===== src/rtl/cyc_dec_pkg.sv =====
package cyc_dec_pkg;
   typedef enum logic [2:0] {
      CYC_DESEL       = 3'd0,
      CYC_DESEL_CONT  = 3'd1,
      CYC_RD_BEGIN    = 3'd2,
      CYC_RD_CONT     = 3'd3,
      CYC_DUMMY_BEGIN = 3'd4,
      CYC_DUMMY_CONT  = 3'd5,
      CYC_WRITE       = 3'd6,
      CYC_WAIT        = 3'd7
   } cyc_t;

   typedef enum logic [1:0] {
      BK_NONE  = 2'd0,
      BK_READ  = 2'd1,
      BK_WRITE = 2'd2
   } burst_t;
endpackage


===== src/rtl/sleep_sync.sv =====
module sleep_sync #(
   parameter int STAGES = 2
) (
   input  logic clk,
   input  logic rst_n,
   input  logic d,
   output logic q
);
   localparam int LAST = STAGES - 1;

   logic [LAST:0] stage;

   if (STAGES < 2) begin : g_bad_depth
      $error("sleep_sync: STAGES must be at least 2");
   end

   for (genvar i = 0; i < STAGES; i++) begin : g_stage
      if (i == 0) begin : g_first
         always_ff @(posedge clk or negedge rst_n) begin
            if (!rst_n) stage[0] <= 1'b0;
            else        stage[0] <= d;
         end
      end else begin : g_next
         always_ff @(posedge clk or negedge rst_n) begin
            if (!rst_n) stage[i] <= 1'b0;
            else        stage[i] <= stage[i-1];
         end
      end
   end

   assign q = stage[LAST];
endmodule


===== src/rtl/cyc_classify.sv =====
module cyc_classify
   import cyc_dec_pkg::*;
(
   input  logic   sel_all,
   input  logic   load_n,
   input  logic   wr_n,
   input  logic   oe_n,
   input  logic   clk_en_n,
   input  logic   asleep,
   input  burst_t kind_q,
   output cyc_t   nxt_type,
   output burst_t nxt_kind
);
   always_comb begin
      nxt_type = CYC_DESEL;
      nxt_kind = kind_q;
      if (asleep) begin
         nxt_type = CYC_DESEL;
         nxt_kind = BK_NONE;
      end else if (clk_en_n) begin
         nxt_type = CYC_WAIT;
      end else if (!load_n) begin
         if (!sel_all) begin
            nxt_type = CYC_DESEL;
            nxt_kind = BK_NONE;
         end else if (!wr_n) begin
            nxt_type = CYC_WRITE;
            nxt_kind = BK_WRITE;
         end else begin
            nxt_type = oe_n ? CYC_DUMMY_BEGIN : CYC_RD_BEGIN;
            nxt_kind = BK_READ;
         end
      end else begin
         unique case (kind_q)
            BK_READ:  nxt_type = oe_n ? CYC_DUMMY_CONT : CYC_RD_CONT;
            BK_WRITE: nxt_type = CYC_WRITE;
            default:  nxt_type = CYC_DESEL_CONT;
         endcase
      end
   end
endmodule


===== src/rtl/burst_cycle_decoder.sv =====
module burst_cycle_decoder
   import cyc_dec_pkg::*;
#(
   parameter int SYNC_STAGES = 2
) (
   input  logic       clk,
   input  logic       rst_n,
   input  logic       sel_all,
   input  logic       load_n,
   input  logic       wr_n,
   input  logic       oe_n,
   input  logic       clk_en_n,
   input  logic       sleep_in,
   output logic [2:0] cyc_type,
   output logic       bus_drv
);
   logic   sleep_s;
   cyc_t   type_q, nxt_type;
   burst_t kind_q, nxt_kind;

   sleep_sync #(.STAGES(SYNC_STAGES)) u_sync (
      .clk   (clk),
      .rst_n (rst_n),
      .d     (sleep_in),
      .q     (sleep_s)
   );

   cyc_classify u_cls (
      .sel_all  (sel_all),
      .load_n   (load_n),
      .wr_n     (wr_n),
      .oe_n     (oe_n),
      .clk_en_n (clk_en_n),
      .asleep   (sleep_s),
      .kind_q   (kind_q),
      .nxt_type (nxt_type),
      .nxt_kind (nxt_kind)
   );

   always_ff @(posedge clk or negedge rst_n) begin
      if (!rst_n) begin
         type_q <= CYC_DESEL;
         kind_q <= BK_NONE;
      end else begin
         type_q <= nxt_type;
         kind_q <= nxt_kind;
      end
   end

   assign cyc_type = type_q;
   assign bus_drv  = ((type_q == CYC_RD_BEGIN) || (type_q == CYC_RD_CONT)) && !oe_n;
endmodule


===== config.mk =====
export PLATFORM = sky130hd
export DESIGN_NAME = burst_cycle_decoder
export DESIGN_NICKNAME = d
export VERILOG_FILES = /design/src/rtl/cyc_dec_pkg.sv /design/src/rtl/sleep_sync.sv /design/src/rtl/cyc_classify.sv /design/src/rtl/burst_cycle_decoder.sv
export SDC_FILE = /design/constraint.sdc
export NUM_CORES = 1
export LEC_CHECK = 0
export ABC_AREA = 1
export BUFFER_PORTS_ARGS = -buffer_cell sky130_fd_sc_hd__buf_4
export CAP_MARGIN = 20
export CORE_AREA = 2 2 41 43
export CTS_CLUSTER_SIZE = 12
export DETAILED_ROUTE_END_ITERATION = 10
export DIE_AREA = 0 0 43 45
export SETUP_SLACK_MARGIN = 0.3
export SYNTH_ARGS = -nofsm -noshare
export SYNTH_HDL_FRONTEND = slang
export SYNTH_SLANG_ARGS = --single-unit

===== constraint.sdc =====
create_clock -name clk -period 1.45 [get_ports clk]
set_clock_uncertainty 0.1 [all_clocks]
set_input_delay 0.145 -clock clk [delete_from_list [all_inputs] [get_ports clk]]
set_output_delay 0.145 -clock clk [all_outputs]
set_load 0.005 [all_outputs]

==> impl_metrics.py, run 1 <==
metrics = {
    "route": {
        "wirelength_um": 811,
        "wl_met3_um": 38,
        "postRouteAntennaNets": 0,
        "vias": 344,
        "drt-met1-wl_um": 343,
        "met2_length_um": 429,
        "initialDrtViolationCount": 1,
        "maxUsedRoutingLayer": "met3",
        "firstDrtPassIters": 2,
        "vias_per_cell": 4.20,
        "wl_per_cell_um": 9.89,
        "route.detailed.drc": 0,
    },
    "grt": {
        "grt_usage": 0.104,
        "grt_max_degree": 8,
        "overflow": 0,
        "grt_pass1_vias": 358,
        "antenna_found_initial": 0,
        "grt_pass1_wl_mm": 1.41,
    },
    "worst_setup_path": {
        "slowest_stage": "dfrtp_1",
        "start_kind": "register",
        "crit_fanout": 3,
        "max_stage_delay_ps": 430,
        "critPathArrivalTime_ps": 1280,
        "cp_top_family": "flip-flops",
        "crit_chain": "ha_4 -> inv_1 -> nand2_1 -> a21oi_2 -> nor2_1 -> nor2_1",
        "critPathRequiredTime_ps": 1520,
        "crit_buf_inv": 1,
        "endpoint_kind": "register",
        "cpMostUsedCell": "nor2_1",
        "crit_type": "register to register",
    },
    "timing": {
        "hold_violations": 0,
        "finalCriticalPeriod_ps": 1210,
        "worst_slew_pin_slew_ps": 182,
        "achievable-frequency_ghz": 0.827,
        "setup_violations": 0,
        "finalCritPeriodShare": 0.834,
        "setup_ws_ps": 241,
        "rsz0062_at_grt": "true",
        "finalMaxSlewViolations": 0,
        "max-slew-margin-rel": 0.879,
        "whs_ps": 107,
        "setup_tns_ps": 0,
    },
    "power": {
        "share_comb_of_total_power": 0.173,
        "ir_drop_mv": 0.403,
        "net-switching-power_uw": 108,
        "swShare": 0.234,
        "p_seq_frac": 0.464,
        "powerDensity_nw_per_um2": 826,
        "intPower_uw": 354,
        "fin_total_pwr_uw": 462,
        "p_leak_nw": 0.296,
        "clkPwrFrac": 0.363,
    },
    "logic_synthesis": {
        "synthCells": 47,
        "yosys_most_used_dff": "dfrtp_1",
        "synth_most_common_cell": "nand2_1",
        "yosysTopAreaCellShare": 0.471,
        "synth.area.top_cells": "dfrtp_1 47%, nand2_1 13%, ha_1 10%",
        "ys_ff_latch": 7,
        "postSynthNetCount": 58,
        "syn_area_um2": 372,
        "synth_edf_count": 0,
        "ys_warn_count": 0,
        "synth_cell_types": 12,
        "ys_seq_area_frac": 0.471,
        "synth.avg_cell_area_um2": 7.91,
        "yosys-top-cells-count": "13 x nand2_1, 9 x inv_1, 7 x dfrtp_1",
        "synth_area_leader_cell": "dfrtp_1",
        "synthArstFlopShare": 1.00,
    },
    "floorplanning": {
        "start_util": 0.253,
        "fp.dieW_um": 43,
        "core_area_um2": 1470,
        "dieHeight_um": 45,
        "dieArea_um2": 1940,
        "rows": 14,
        "ios": 12,
    },
    "outcome": {
        "status": "complete, no violations",
    },
    "finish": {
        "final_cell_count_no_fill": 82,
        "finalInstanceArea_um2": 559,
        "num_antenna_cells": 0,
        "final_core_util": 0.380,
        "syn_to_final_growth_pct": 50.5,
        "drive_gt1_frac": 0.348,
        "final_nets": 78,
    },
    "clock_network": {
        "clock-sinks": 7,
        "path_clk_slew_ps": 50,
        "numCtsBuffers": 3,
        "cts-root-buf": "clkbuf_4",
        "clk_latency_ps": 240,
        "cts_tree": "yes",
        "htreeDepth": 1,
        "clockBufferDepth": 2,
    },
    "placed_design": {
        "gp_congestion": 0.775,
        "dpl.hpwl_um": 579,
        "place_area_um2": 474,
        "port_buffers": 11,
        "place_ws_ps": 211,
        "dp.cells": 74,
    },
    "run": {
        "cap_viol_max_count": 0,
    },
    "min_path": {
        "hold_class": "input pin to register",
    },
}
-- per-layer routing --
metal	global-route usage	vias to the layer above
li1	-	181
met1	0.121	155
met2	0.161	8
met3	0.0280	0
met4	0.0909	0
met5	0	-
-- cell usage in the layout (no fill, tap or decap) --
| master | count |
|---|---|
| a21oi_2 | 2 |
| ha_4 | 1 |
| dfrtp_1 | 7 |
| nand3_1 | 4 |
| ha_2 | 1 |
| inv_2 | 2 |
| inv_1 | 8 |
| clkbuf_4 | 3 |
| clkbuf_1 | 1 |
| o21ai_0 | 1 |
| dlygate4sd3_1 | 2 |
| nor3b_2 | 1 |
| nor2_1 | 5 |
| nand2_1 | 13 |
| ha_1 | 1 |
| a21boi_1 | 1 |
| buf_4 | 13 |
-- cell families after synthesis --
kind of cell,Yosys count,synth area share
AO/OA/AOI/OAI,4,0.0707
adder cells (fa/ha/maj),3,0.101
buffers and inverters,10,0.101
flip-flops,7,0.471
AND/OR/NAND/NOR,23,0.256
-- area by class of cell --
class,count,area (um^2)
Tap cell,16,20.0
Sequential cell,7,175
Multi-Input combinational cell,30,183
Clock buffer,4,26.3
Fill cell,164,912
Timing Repair Buffer,15,118
Inverter,10,37.5
-- what timing repair did --
item | in CTS | in global routing
endpoints found under the hold margin | 8 | 0
buffers inserted | 2 | 0
gates resized for setup | 2 | 3
setup endpoints to repair | 3 | 4
hold buffers | 2 | 0
pin swaps | 0 | 2
cloned | 0 | 0
-- worst register-to-register path: cells and delay by family, from the launching register on --
kind	cells	cell delay [ps]
AND/OR/NAND/NOR	3	200
adder cells (fa/ha/maj)	1	260
flip-flops	1	430
AO/OA/AOI/OAI	1	110
buffers and inverters	1	50
-- path summary, 6_finish.rpt --
kind,from,to,slack [ps],depth (start not counted)
worst max-delay path,kind_q[1]$_DFFE_PN0P_,cyc_type[1]$_DFF_PN0_,240,6
worst min-delay path,load_n,kind_q[1]$_DFFE_PN0P_,110,4
worst max register to register,kind_q[1]$_DFFE_PN0P_,cyc_type[1]$_DFF_PN0_,240,6
worst min register to register,u_sync.stage[0]$_DFF_PN0_,u_sync.q$_DFF_PN0_,250,0
max in group asynchronous,rst_n,kind_q[1]$_DFFE_PN0P_,980,2
min in group asynchronous,rst_n,cyc_type[1]$_DFF_PN0_,150,2
-- registers in the layout (all words and copies together) (netlist names) --
name          count
cyc_type          3
u_sync.stage      1
kind_q            2
u_sync.q          1
-- power by group through the flow --
stage | Clock, mW | Combinational (mW) | Sequential, mW
2_1_floorplan | 0 | 0.0295 | 0.216
3_3_place_gp | 0 | 0.0681 | 0.216
3_5_place_dp | 0 | 0.0679 | 0.216
4_1_cts | 0.180 | 0.0779 | 0.214
5_1_grt | 0.198 | 0.0920 | 0.215
6_report | 0.167 | 0.0801 | 0.214
No activity file was read; power rests on OpenSTA's default activity.
==> run 2: changes to the inputs <==
Settings changed: ABC_AREA 1 to 0.
Clock period 1.45 ns to 1.1 ns, I/O delays scaled along.
==> impl_metrics.py, run 2 <==
metrics = {
    "outcome": {
        "status": "finished with violations",
        "violations": "setup timing",
    },
    "logic_synthesis": {
        "postSynthNetCount": 45,
        "syn_area_um2": 362,
        "synth.area.top_cells": "dfrtp_1 48%, ha_1 10%, a21oi_1 6.9%",
        "synthArstFlopShare": 1.00,
        "yosysTopAreaCellShare": 0.484,
        "yosys_most_used_dff": "dfrtp_1",
        "ys_ff_latch": 7,
        "synth_most_common_cell": "dfrtp_1",
        "synth_edf_count": 0,
        "ys_seq_area_frac": 0.484,
        "synth_cell_types": 16,
        "ys_warn_count": 0,
        "synth_area_leader_cell": "dfrtp_1",
        "synth.avg_cell_area_um2": 10.6,
        "synthCells": 34,
        "yosys-top-cells-count": "7 x dfrtp_1, 5 x a21oi_1, 3 x ha_1, 3 x inv_1, 3 x nor2_1",
    },
    "placed_design": {
        "gp_congestion": 0.735,
        "port_buffers": 11,
        "dpl.hpwl_um": 549,
        "place_ws_ps": -181,
    },
    "timing": {
        "worst_slew_pin_slew_ps": 205,
        "finalMaxSlewViolations": 0,
        "setup_tns_ps": -401,
        "finalCritPeriodShare": 1.18,
        "rsz0062_at_grt": "true",
        "setup_violations": 4,
        "setup_ws_ps": -203,
        "finalCriticalPeriod_ps": 1300,
        "whs_ps": 33.6,
        "max-slew-margin-rel": 0.863,
        "achievable-frequency_ghz": 0.767,
        "hold_violations": 0,
    },
    "worst_setup_path": {
        "max_stage_delay_ps": 400,
        "crit_chain": "inv_1 -> ha_2 -> a21o_1 -> a221oi_2 -> nor2_1",
        "reg2reg_slack_ps": -200,
        "crit_type": "register to register",
        "critPathRequiredTime_ps": 1130,
        "crit_buf_inv": 1,
        "cp_top_family": "flip-flops",
        "critPathArrivalTime_ps": 1330,
        "endpoint_kind": "register",
        "start_kind": "register",
        "crit_fanout": 3,
        "slowest_stage": "dfrtp_1",
    },
    "finish": {
        "largest_register_ffs": 3,
        "fill_cells": 157,
        "num_antenna_cells": 0,
        "syn_to_final_growth_pct": 64.7,
        "drive_gt1_frac": 0.509,
        "final_core_util": 0.405,
        "final_common_cell": "buf_4",
        "final_nets": 67,
        "layout_common_cells": "10 x buf_4, 7 x dfrtp_1, 5 x buf_6, 4 x a21oi_1",
    },
    "floorplanning": {
        "fp.dieW_um": 43,
        "start_util": 0.246,
        "dieHeight_um": 45,
        "ios": 12,
        "rows": 14,
        "dieArea_um2": 1940,
        "core_area_um2": 1470,
    },
    "grt": {
        "grt_usage": 0.0982,
        "met2_usage": 0.152,
        "met3_usage": 0.0720,
        "busiest_layer": "met2",
        "overflow": 0,
        "grt.met1_usage": 0.105,
        "grt_pass1_vias": 302,
        "antenna_found_initial": 0,
        "grt_max_degree": 8,
        "grt_pass1_wl_mm": 1.29,
    },
    "route": {
        "vias_per_cell": 4.55,
        "wirelength_um": 793,
        "vias": 323,
        "route.detailed.drc": 0,
        "initialDrtViolationCount": 0,
        "firstDrtPassIters": 1,
        "postRouteAntennaNets": 0,
        "wl_per_cell_um": 11.2,
    },
    "clock_network": {
        "numCtsBuffers": 3,
        "clock-sinks": 7,
        "path_clk_slew_ps": 50,
        "clk_latency_ps": 250,
        "cts-root-buf": "clkbuf_4",
        "cts_tree": "yes",
        "clockBufferDepth": 2,
        "htreeDepth": 1,
    },
    "power": {
        "fin_total_pwr_uw": 623,
        "p_leak_nw": 0.270,
        "ir_drop_mv": 0.703,
        "powerDensity_nw_per_um2": 1050,
    },
    "min_path": {
        "hold_class": "input pin to register",
    },
    "run": {
        "cap_viol_max_count": 0,
    },
}
[run 2: cell count changes in the layout (fill, tap and decap cells not counted), moves of 2 or more]
cell     change
nand3_1      -3
a21oi_1      +4
nand2_1     -12
o21ai_1      +2
nor2b_1      +2
nor2_1       -2
inv_1        -7
buf_4        -3
buf_6        +5
[run 2: metrics by stage]
step	std cells	instance area, um^2
2_1_floorplan	34	377
3_3_place_gp	63	494
3_5_place_dp	63	494
4_1_cts	69	577
5_1_grt	71	596
6_report	71	596
[run 2: worst register-to-register path: stages, from the launching register on]
cell	delay [ps]
dfrtp_1	400
inv_1	60
ha_2	170
a21o_1	160
a221oi_2	220
nor2_1	70
[run 2: layer usage]
metal	wire length, um	share of wire	vias to the layer above
met1	323	0.41	151
met2	396	0.50	11
li1	-	-	158
met4	8	0.010	0
met3	65	0.082	3
met5	0	0	-
[run 2: layout make-up]
cell class,instances,area [um^2],area share
clock buffer,4,26.3,0.0441
inverter,3,11.3,0.0189
multi-input combinational,24,211,0.355
sequential,7,175,0.294
tap,16,20.0,0.0336
timing repair buffer,17,151,0.254
[run 2: timing repair]
item | in CTS | in global routing
buffers inserted | 0 | 2
endpoints found under the hold margin | 8 | 0
hold buffers | 2 | 0
gates resized for setup | 10 | 2
setup endpoints to repair | 8 | 9
pin swaps | 4 | 2
[run 2: report_power, final]
part	total (mW)	switching [mW]	internal [mW]	leakage [nW]
clock network	0.229	0.0910	0.138	0.0150
logic	0.112	0.0438	0.0680	0.167
registers	0.282	0.0106	0.271	0.0885
[run 2: logic make-up after synthesis]
| logic type | Yosys count | share of synthesized area |
|---|---|---|
| buffers and inverters | 3 | 0.0311 |
| adder cells (fa/ha/maj) | 3 | 0.104 |
| flip-flops | 7 | 0.484 |
| AND/OR/NAND/NOR | 11 | 0.208 |
| AO/OA/AOI/OAI | 10 | 0.173 |
[run 2: final timing paths]
check / end / cells past startpoint / start
max: cyc_type[2]$_DFF_PN0_ / 5 / kind_q[1]$_DFFE_PN0P_
min: cyc_type[0]$_DFF_PN0_ / 3 / clk_en_n
max reg2reg: cyc_type[2]$_DFF_PN0_ / 5 / kind_q[1]$_DFFE_PN0P_
min reg2reg: u_sync.q$_DFF_PN0_ / 0 / u_sync.stage[0]$_DFF_PN0_
max in group asynchronous: u_sync.q$_DFF_PN0_ / 2 / rst_n
min in group asynchronous: cyc_type[2]$_DFF_PN0_ / 2 / rst_n
